## config.mk

```make
export PLATFORM = sky130hd
export DESIGN_NAME = slot_rr_arbiter
export DESIGN_NICKNAME = d
export VERILOG_FILES = /design/src/rtl/arb_pkg.sv /design/src/rtl/arb_slot_bank.sv /design/src/rtl/arb_rr_picker.sv /design/src/rtl/arb_grant_fifo.sv /design/src/rtl/slot_rr_arbiter.sv
export SDC_FILE = /design/constraint.sdc
export NUM_CORES = 1
export LEC_CHECK = 0
export BUFFER_PORTS_ARGS = -buffer_cell sky130_fd_sc_hd__clkbuf_2
export CORE_MARGIN = 1.5
export CORE_UTILIZATION = 40
export DETAILED_ROUTE_END_ITERATION = 8
export HOLD_SLACK_MARGIN = 0.05
export PLACE_DENSITY = 0.68
export SKIP_LAST_GASP = 1
export SLEW_MARGIN = 20
export SYNTH_ARGS = -nofsm -noshare
export SYNTH_HDL_FRONTEND = slang
export SYNTH_SLANG_ARGS = --single-unit
```

## constraint.sdc

```tcl
create_clock -name clk -period 8.2 [get_ports clk]
set_clock_uncertainty 0.1 [all_clocks]
set_input_delay 0.82 -clock clk [delete_from_list [all_inputs] [get_ports clk]]
set_output_delay 0.82 -clock clk [all_outputs]
set_load 0.05 [all_outputs]
```

## src/rtl/arb_pkg.sv

```systemverilog
// Shared widths and the request record for the slot arbiter.
package arb_pkg;
    localparam int unsigned ARB_MASTERS = 4;
    localparam int unsigned ARB_MID_W   = (ARB_MASTERS > 1) ? $clog2(ARB_MASTERS) : 1;
    localparam int unsigned ARB_SID_W   = 4;
    localparam int unsigned ARB_RID_W   = 8;
    localparam int unsigned ARB_ADDR_W  = 16;

    typedef struct packed {
        logic [ARB_MID_W-1:0]  mid;
        logic [ARB_RID_W-1:0]  rid;
        logic [ARB_ADDR_W-1:0] addr;
    } arb_req_t;
endpackage

```

## src/rtl/arb_slot_bank.sv

```systemverilog
// Holding slots, one per initiator and indexed by initiator id.
// Keeps only the requests addressed to MY_SID.
// Assumes an initiator never re-issues while its slot is still occupied.
module arb_slot_bank
    import arb_pkg::*;
#(
    parameter int unsigned N     = ARB_MASTERS,
    parameter int unsigned SID_W = ARB_SID_W,
    parameter logic [SID_W-1:0] MY_SID = '0
) (
    input  logic                 clk,
    input  logic                 rst_n,
    input  logic [N-1:0]         in_valid,
    input  logic [N*SID_W-1:0]   in_sid,
    input  arb_req_t             in_rec [N],
    input  logic                 take,
    input  logic [ARB_MID_W-1:0] take_idx,
    output logic [N-1:0]         occ,
    output arb_req_t             slot [N]
);
    // Occupancy: clear the taken slot, then set the slots of matching arrivals.
    always_ff @(posedge clk) begin
        if (!rst_n) begin
            occ <= '0;
        end else begin
            if (take) occ[take_idx] <= 1'b0;
            for (int p = 0; p < N; p++) begin
                if (in_valid[p] && in_sid[p*SID_W +: SID_W] == MY_SID)
                    occ[in_rec[p].mid] <= 1'b1;
            end
        end
    end

    // Payload: capture the record of each matching arrival.
    always_ff @(posedge clk) begin
        for (int p = 0; p < N; p++) begin
            if (in_valid[p] && in_sid[p*SID_W +: SID_W] == MY_SID)
                slot[in_rec[p].mid] <= in_rec[p];
        end
    end

    AST_SLOT_CLEARED: assert property (@(posedge clk) disable iff (!rst_n)
        take |=> !occ[$past(take_idx)]);
endmodule

```

## src/rtl/arb_rr_picker.sv

```systemverilog
// Round-robin selector over the occupancy vector.
// Searches upward from one above the previous winner and wraps to the lowest
// occupied slot. The pointer resets to the top slot so slot 0 goes first.
module arb_rr_picker
    import arb_pkg::*;
#(
    parameter int unsigned N = ARB_MASTERS
) (
    input  logic                 clk,
    input  logic                 rst_n,
    input  logic [N-1:0]         occ,
    output logic                 win_valid,
    output logic [ARB_MID_W-1:0] win_idx
);
    logic [ARB_MID_W-1:0] last_q;
    logic                 hi_found;
    logic [ARB_MID_W-1:0] hi_idx;
    logic [ARB_MID_W-1:0] lo_idx;

    // Search: lowest occupied slot above the pointer, plus the lowest overall.
    always_comb begin
        hi_found = 1'b0;
        hi_idx   = '0;
        lo_idx   = '0;
        for (int i = N - 1; i >= 0; i--) begin
            if (occ[i]) begin
                lo_idx = ARB_MID_W'(i);
                if (ARB_MID_W'(i) > last_q) begin
                    hi_found = 1'b1;
                    hi_idx   = ARB_MID_W'(i);
                end
            end
        end
        win_valid = |occ;
        win_idx   = hi_found ? hi_idx : lo_idx;
    end

    // Pointer: remember the latest winner.
    always_ff @(posedge clk) begin
        if (!rst_n)         last_q <= ARB_MID_W'(N - 1);
        else if (win_valid) last_q <= win_idx;
    end

    AST_WIN_OCCUPIED: assert property (@(posedge clk) disable iff (!rst_n)
        win_valid |=> !occ[$past(win_idx)] || $past(occ[win_idx] == 1'b0));
endmodule

```

## src/rtl/arb_grant_fifo.sv

```systemverilog
// In-order queue of selected requests, DEPTH entries deep.
// Assumes the producer never pushes while the queue is full.
module arb_grant_fifo
    import arb_pkg::*;
#(
    parameter int unsigned DEPTH = ARB_MASTERS
) (
    input  logic     clk,
    input  logic     rst_n,
    input  logic     push,
    input  arb_req_t push_rec,
    input  logic     pop,
    output arb_req_t head,
    output logic     empty
);
    localparam int unsigned PTR_W = (DEPTH > 1) ? $clog2(DEPTH) : 1;
    localparam int unsigned CNT_W = $clog2(DEPTH + 1);

    arb_req_t         mem [DEPTH];
    logic [PTR_W-1:0] wr_ptr;
    logic [PTR_W-1:0] rd_ptr;
    logic [CNT_W-1:0] count;

    // Pointers and fill level.
    always_ff @(posedge clk) begin
        if (!rst_n) begin
            wr_ptr <= '0;
            rd_ptr <= '0;
            count  <= '0;
        end else begin
            if (push) wr_ptr <= (wr_ptr == PTR_W'(DEPTH - 1)) ? '0 : wr_ptr + 1'b1;
            if (pop)  rd_ptr <= (rd_ptr == PTR_W'(DEPTH - 1)) ? '0 : rd_ptr + 1'b1;
            if (push && !pop)      count <= count + 1'b1;
            else if (pop && !push) count <= count - 1'b1;
        end
    end

    // Storage write.
    always_ff @(posedge clk) begin
        if (push) mem[wr_ptr] <= push_rec;
    end

    assign head  = mem[rd_ptr];
    assign empty = (count == '0);

    AST_NO_OVERFLOW: assert property (@(posedge clk) disable iff (!rst_n)
        push && !pop |-> count < CNT_W'(DEPTH));
    AST_NO_UNDERFLOW: assert property (@(posedge clk) disable iff (!rst_n)
        pop |-> count != '0);
endmodule

```

## src/rtl/slot_rr_arbiter.sv

```systemverilog
// Shares one target among the initiator ports. Requests park in per-initiator
// slots, a round-robin selector moves one per clock into an in-order queue,
// and the queue head is granted whenever the target reports it is free.
// Assumes each initiator has at most one request outstanding.
module slot_rr_arbiter
    import arb_pkg::*;
#(
    parameter logic [ARB_SID_W-1:0] THIS_SID = 4'd5
) (
    input  logic                            clk,
    input  logic                            rst_n,
    input  logic [ARB_MASTERS-1:0]          req_valid,
    input  logic [ARB_MASTERS*ARB_MID_W-1:0]  req_mid,
    input  logic [ARB_MASTERS*ARB_SID_W-1:0]  req_sid,
    input  logic [ARB_MASTERS*ARB_RID_W-1:0]  req_rid,
    input  logic [ARB_MASTERS*ARB_ADDR_W-1:0] req_addr,
    input  logic                            slv_free,
    output logic                            sel_valid,
    output logic [ARB_MID_W-1:0]            sel_mid,
    output logic [ARB_RID_W-1:0]            sel_rid,
    output logic [ARB_ADDR_W-1:0]           sel_addr,
    output logic                            gnt_valid,
    output logic [ARB_MID_W-1:0]            gnt_mid,
    output logic [ARB_RID_W-1:0]            gnt_rid,
    output logic [ARB_ADDR_W-1:0]           gnt_addr
);
    localparam int unsigned N = ARB_MASTERS;

    arb_req_t             in_rec [N];
    arb_req_t             slot   [N];
    logic [N-1:0]         occ;
    logic                 win_valid;
    logic [ARB_MID_W-1:0] win_idx;
    arb_req_t             win_rec;
    arb_req_t             head;
    logic                 empty;
    logic                 pop;

    // Unpack the flat per-port buses into records.
    for (genvar p = 0; p < N; p++) begin : g_port
        assign in_rec[p].mid  = req_mid [p*ARB_MID_W  +: ARB_MID_W];
        assign in_rec[p].rid  = req_rid [p*ARB_RID_W  +: ARB_RID_W];
        assign in_rec[p].addr = req_addr[p*ARB_ADDR_W +: ARB_ADDR_W];
    end

    arb_slot_bank #(.N(N), .SID_W(ARB_SID_W), .MY_SID(THIS_SID)) u_slots (
        .clk(clk), .rst_n(rst_n), .in_valid(req_valid), .in_sid(req_sid),
        .in_rec(in_rec), .take(win_valid), .take_idx(win_idx),
        .occ(occ), .slot(slot)
    );

    arb_rr_picker #(.N(N)) u_pick (
        .clk(clk), .rst_n(rst_n), .occ(occ),
        .win_valid(win_valid), .win_idx(win_idx)
    );

    assign win_rec = slot[win_idx];
    assign pop     = slv_free && !empty;

    arb_grant_fifo #(.DEPTH(N)) u_queue (
        .clk(clk), .rst_n(rst_n), .push(win_valid), .push_rec(win_rec),
        .pop(pop), .head(head), .empty(empty)
    );

    // Event outputs: register the selection and the grant of this clock.
    always_ff @(posedge clk) begin
        if (!rst_n) begin
            sel_valid <= 1'b0;
            sel_mid   <= '0;
            sel_rid   <= '0;
            sel_addr  <= '0;
            gnt_valid <= 1'b0;
            gnt_mid   <= '0;
            gnt_rid   <= '0;
            gnt_addr  <= '0;
        end else begin
            sel_valid <= win_valid;
            if (win_valid) begin
                sel_mid  <= win_rec.mid;
                sel_rid  <= win_rec.rid;
                sel_addr <= win_rec.addr;
            end
            gnt_valid <= pop;
            if (pop) begin
                gnt_mid  <= head.mid;
                gnt_rid  <= head.rid;
                gnt_addr <= head.addr;
            end
        end
    end

    AST_GNT_NEEDS_FREE: assert property (@(posedge clk) disable iff (!rst_n)
        gnt_valid |-> $past(slv_free));
endmodule

```

Word level (Yosys, flattened, before mapping). Memories as Yosys holds them, arrays and structs flattened. A register that Yosys moved wholly into a read port is not among the register bits. Index checks and enable logic that the tools add are counted.

Register bits: 145. RAM bits: 104. Bits of input ports: 127. Output and inout bits: 54. Word-level logic and storage cells: 155. Memories kept: 1.

Memories: u_queue.mem (words 4, width 26, rd ports 1, clocked after memory_dff 1, write ports 1, line arb_grant_fifo.sv:19) `arb_req_t mem [DEPTH];`.

Add/sub/neg operators: 4. Order comparisons: 23. Equal/unequal tests: 6. Muxes and demuxes: 65. Bitwise logic cells: 11. Reduce and logical (&&, ||, !) cells: 23.

Operators with widths (number): 104-bit bitwise mux (4); 104-bit two-way mux (4); 26-bit demux with 2-bit select (4); 26-bit two-way mux (6); 26-bit binary-select mux with 2-bit select (1); 4-bit two-way mux (9); 2-bit two-way mux (15); 4-bit by 3-bit equality test with 1-bit output (second input constant) (4); 1-bit logical AND (16); 4-bit bitwise OR (4); 3-bit greater-or-equal comparator (second input constant) (5); 2-bit by 3-bit less-than comparator with 1-bit output (second input constant) (5); 1-bit two-way mux (15); 2-bit NOT with 3-bit output (5); 3-bit by 1-bit less-than comparator with 1-bit output (second input constant) (4); 1-bit demux with 2-bit select (5); 2-bit by 1-bit greater-or-equal comparator with 1-bit output (second input constant) (5); 3-bit two-way mux (2); 2-bit by 1-bit adder with 2-bit output (second input constant) (2); 4-bit bitwise AND (1); 2-bit equality test (second input constant) (2); 1-bit by 2-bit greater-than comparator with 1-bit output (first input constant) (2); 2-bit greater-than comparator (first input constant) (2); 1-bit zero test (4); 6 further kinds (6).

Logic depth before layout (Yosys ltp).
Depth in word-level cells: 29. Depth in mapped cells: 10. Mapped depth without buffers: 8.

Modules after synthesis. A second synthesis with hierarchy kept.

Cells, all modules: 1270. Area, all modules: 13838.3 µm².

By module, submodules not included: arb_slot_bank (instances 1, cells each 838, area an instance 6792.8 µm², seq. area each 2162.1 µm²); arb_grant_fifo (instances 1, cells each 179, area an instance 4247.8 µm², seq. area each 3303.2 µm²); slot_rr_arbiter (instances 1, cells each 233, area an instance 2655.0 µm², seq. area each 1081.0 µm²); arb_rr_picker (instances 1, cells each 20, area an instance 142.6 µm², seq. area each 40.0 µm²).

Worst setup path before layout. Ideal clock, no wire load.

Path kind: input -> register. Start point: input slv_free. End point: register u_queue.count[2]. Setup time: 0.070 ns. Arrival time: 2.691 ns. Path slack: 5.338 ns. Stages on the path: 10. Buffers on the path: 2. Cells stage by stage: o31a_1 -> clkbuf_1 -> inv_1 -> clkbuf_1 -> ha_1 -> inv_1 -> fa_1 -> xor2_1 -> or3_1 -> a21oi_1.

Longest elaborated chain between the ends: 4.

RTL lines: start: declaration (line slot_rr_arbiter.sv:17) `input logic slv_free,`; 1-bit logical AND (*) (line slot_rr_arbiter.sv:58) `assign pop = slv_free && !empty;`; 1-bit zero test (line arb_grant_fifo.sv:33) `if (push && !pop) count <= count + 1'b1;`; 1-bit logical AND (line arb_grant_fifo.sv:33); 3-bit two-way mux / 2-bit nonzero test (equally long branches); end signal: assignment (line arb_grant_fifo.sv:33); end signal: assignment (line arb_grant_fifo.sv:34) `else if (pop && !push) count <= count - 1'b1;`; end: declaration (line arb_grant_fifo.sv:22) `logic [CNT_W-1:0] count;`.

Every way passes the cells marked *; elsewhere a longest branch is shown, timed or not. A chain may end at the register's enable or synchronous reset.

Worst setup path after layout.
Start point: register u_queue.count[0]. End point: register u_queue.count[2].

Longest elaborated chain between the ends: 6.

RTL lines: branches (longest 6 deep; another with 3-bit by 1-bit subtractor with 3-bit output).

Parallel ways; which one is timed is not known. The select of a mux whose other input is x is not followed.

==> metrics.md <==
| Metric | Value |
|---|---|
| Worst-Margin Slew | 1.04 ns |
| Global-route wire length before repair | 57.6 mm |
| # resized after CTS | 0 |
| Final WS setup | 4.95 ns |
| Placed cell count | 1658 |
| Reg area | 0.00655 mm2 |
| Tot GR Track Use | 22.4% |
| Leading register cell type out of synthesis | dfxtp_1 |
| Slowest stage cell on the critical path | inv_1 |
| Critical path required time | 8.58 ns |
| Die W | 181 um |
| Status | finished clean |
| Top cells by count, synth | dfxtp_1, nand2_1, edfxtp_1, nor2_1, mux2i_1 |
| Final nets | 1421 |
| Largest net degree at the start of global routing | 55 |
| CP delay by family, top | buffers and inverters |
| Initial core utilization | 40.5% |
| Crit end category | register |
| Setup Crit Path Kind | reg2reg |
| Area grow syn2layout | 18.2% |
| Min-Delay Path Class | reg2reg |
| Maximum VDD drop | 0.202 mV |
| DR WL/cell | 22.0 um |
| RSZ-0062 raised after global routing | false |
| Max-slew violations | 0 |
| Insertion delay to the later sink of the worst-skew pair | 0.56 ns |
| N_diodes | 0 |
| Routability cong. | 0.829 |
| Postcts setup bufs | 0 |
| Root Driver | clkbuf_16 |
| Syn_area_per_cell | 11.1 um2 |
| Placed cell areas | 0.0140 mm2 |
| Max cap viols | 0 |
| Site row count | 65 |
| IO Count | 181 |
| Synth area leader | dfxtp_1 |
| Fin area | 0.0150 mm2 |
| Max clock buf depth | 3 |
| Die Y-Extent | 181 um |
| Worst-path maximum fanout | 31 |
| Area of the multi-input gates | 0.00581 mm2 |
| Main area contributors after synthesis | dfxtp_1, edfxtp_1, mux2i_1 |
| Hold Buf Count CTS | 0 |
| Final core occ | 47.9% |
| Total power | 4.17 mW |
| Yosys top cell area share | 26.9% |
| Final period util | 39.6% |
| Via Count | 10246 |
| Core area | 0.0314 mm2 |
| DRC | 0 |
| CP startpoint kind | register |
| Crit-path most repeated cell | inv_1 |
| PwrDens | 277 mW/mm2 |
| Seq/Total Area, Yosys | 51.5% |
| Mapped Cells | 1148 |
| Post-detailed-route count of antenna-violating nets | 0 |
| Syn Std Cell Area | 0.0127 mm2 |
| Starting DRT DRC Count | 980 |
| Num CTS Buffers | 29 |
| CTS tree | done |
| Initial antenna violation count | 0 |
| Seq cells post-synth | 275 |
| Max Fclk | 0.308 GHz |
| Syn_nets | 1282 |
| # setup viols final | 0 |
| Post-DP HPWL | 24.2 mm |
| Share of layout cells above drive strength 1 | 26.3% |
| Worst Path Buf+Inv | 2 |
| Post-synth EDFFs | 104 |
| Worst path max stage delay | 0.76 ns |
| P_leak | 5.72 nW |
| Remaining Overflow, GRT | 0 |
| Hold Slack | 0.345 ns |
| Vias in the first global route | 9998 |
| Synth cell types | 57 |
| Ys Warns | 0 |
| Most common cell in the netlist | dfxtp_1 |
| Setup TNS | 0 ns |
| Total Die Area | 0.0329 mm2 |
| Port buffer count | 180 |
| FFs w/ async S/R, synth | 0% |
| Critical Path AT | 3.63 ns |
| WL final | 37.6 mm |
| Clk sink count | 275 |
| Final Hold Fails | 0 |
| Slew headroom | 30.8% |
| DRT Pass-1 Iters | 7 |
| Final Critical Period | 3.25 ns |
| Clock-pin slew on the worst setup and hold paths | 0.06 ns |
| Critical-path cell list | o31a_1, inv_1, ha_1, inv_1, fa_1, xor2_1, or3_1, a21oi_1 |
| Filler cells | 2871 |
| Place WS | 4.46 ns |
| Fin cells | 1712 |
| H-tree depth | 1 |
| Post-DR vias/cell | 5.98 |
cell families after synthesis:
logic type | after synthesis | share of synthesized area (%)
multiplexers | 127 | 12.8
adder cells (fa/ha/maj) | 7 | 0.748
AO/OA/AOI/OAI | 352 | 21.0
buffers and inverters | 108 | 3.60
flip-flops | 275 | 51.5
AND/OR/NAND/NOR | 277 | 10.3
XOR/XNOR | 2 | 0.138
per-layer routing:
layer | share of wire [%] | global-route usage, %
met3 | 9.0 | 4.86
met1 | 44 | 31.0
met4 | 2.4 | 6.57
met2 | 45 | 35.1
met5 | 0 | 0
where the power goes:
group          internal, mW  switching (mW)  total [mW]
Clock                 0.868           0.542        1.41
Sequential             1.68           0.157        1.83
Combinational         0.396           0.529       0.925
Total                  2.94            1.23        4.17
cell type report:
| cell class | count | share of cell area, % |
|---|---|---|
| repair buffers | 205 | 7.24 |
| multi-input cells | 765 | 38.7 |
| flip-flops and latches | 275 | 43.6 |
| clock inverters | 17 | 1.67 |
| clock buffers | 37 | 5.23 |
| well taps | 402 | 3.35 |
| inverters | 11 | 0.275 |
worst paths after layout:
check	startpoint	endpoint	slack, ns	cells past startpoint
worst min register to register	u_slots.slot[76]$_DFF_P_	u_slots.slot[76]$_DFF_P_	0.34	1
worst min-delay path	u_slots.slot[76]$_DFF_P_	u_slots.slot[76]$_DFF_P_	0.34	1
worst max register to register	u_queue.count[0]$_SDFFE_PN0P_	u_queue.count[2]$_SDFFE_PN0P_	4.95	8
worst max-delay path	u_queue.count[0]$_SDFFE_PN0P_	u_queue.count[2]$_SDFFE_PN0P_	4.95	8
cells in the final DEF, fill, tap and decap left out, drive strengths merged, types with 2 or more instances in the layout:
cell type  instances
bufinv             6
dfxtp            171
nor4               5
a31oi             26
xor2               2
nand2b             6
mux2i             75
a21oi             41
nor3b              4
nor4b              2
and2               4
edfxtp           104
or4                4
nand3b             3
clkinv             9
nor2              86
a222oi            26
clkbuf           217
o22ai              2
nor3               5
nand3              3
mux4              26
o21bai             2
mux2              26
o21ai             56
and3               3
a211oi            71
inv               12
nor2b             30
buf               25
nand2            116
ha                 6
a22oi             48
o31ai             23
a221o             48
registers in the layout, summed over array words and instances (netlist names):
signal / count
u_queue.mem: 104
u_slots.slot: 104
gnt_addr: 16
sel_addr: 16
gnt_rid: 8
sel_rid: 8
u_slots.occ: 4
u_queue.count: 3
gnt_mid: 2
sel_mid: 2
u_pick.last_q: 2
u_queue.rd_ptr: 2
u_queue.wr_ptr: 2
gnt_valid: 1
sel_valid: 1
(Power assumes the default switching activity.)
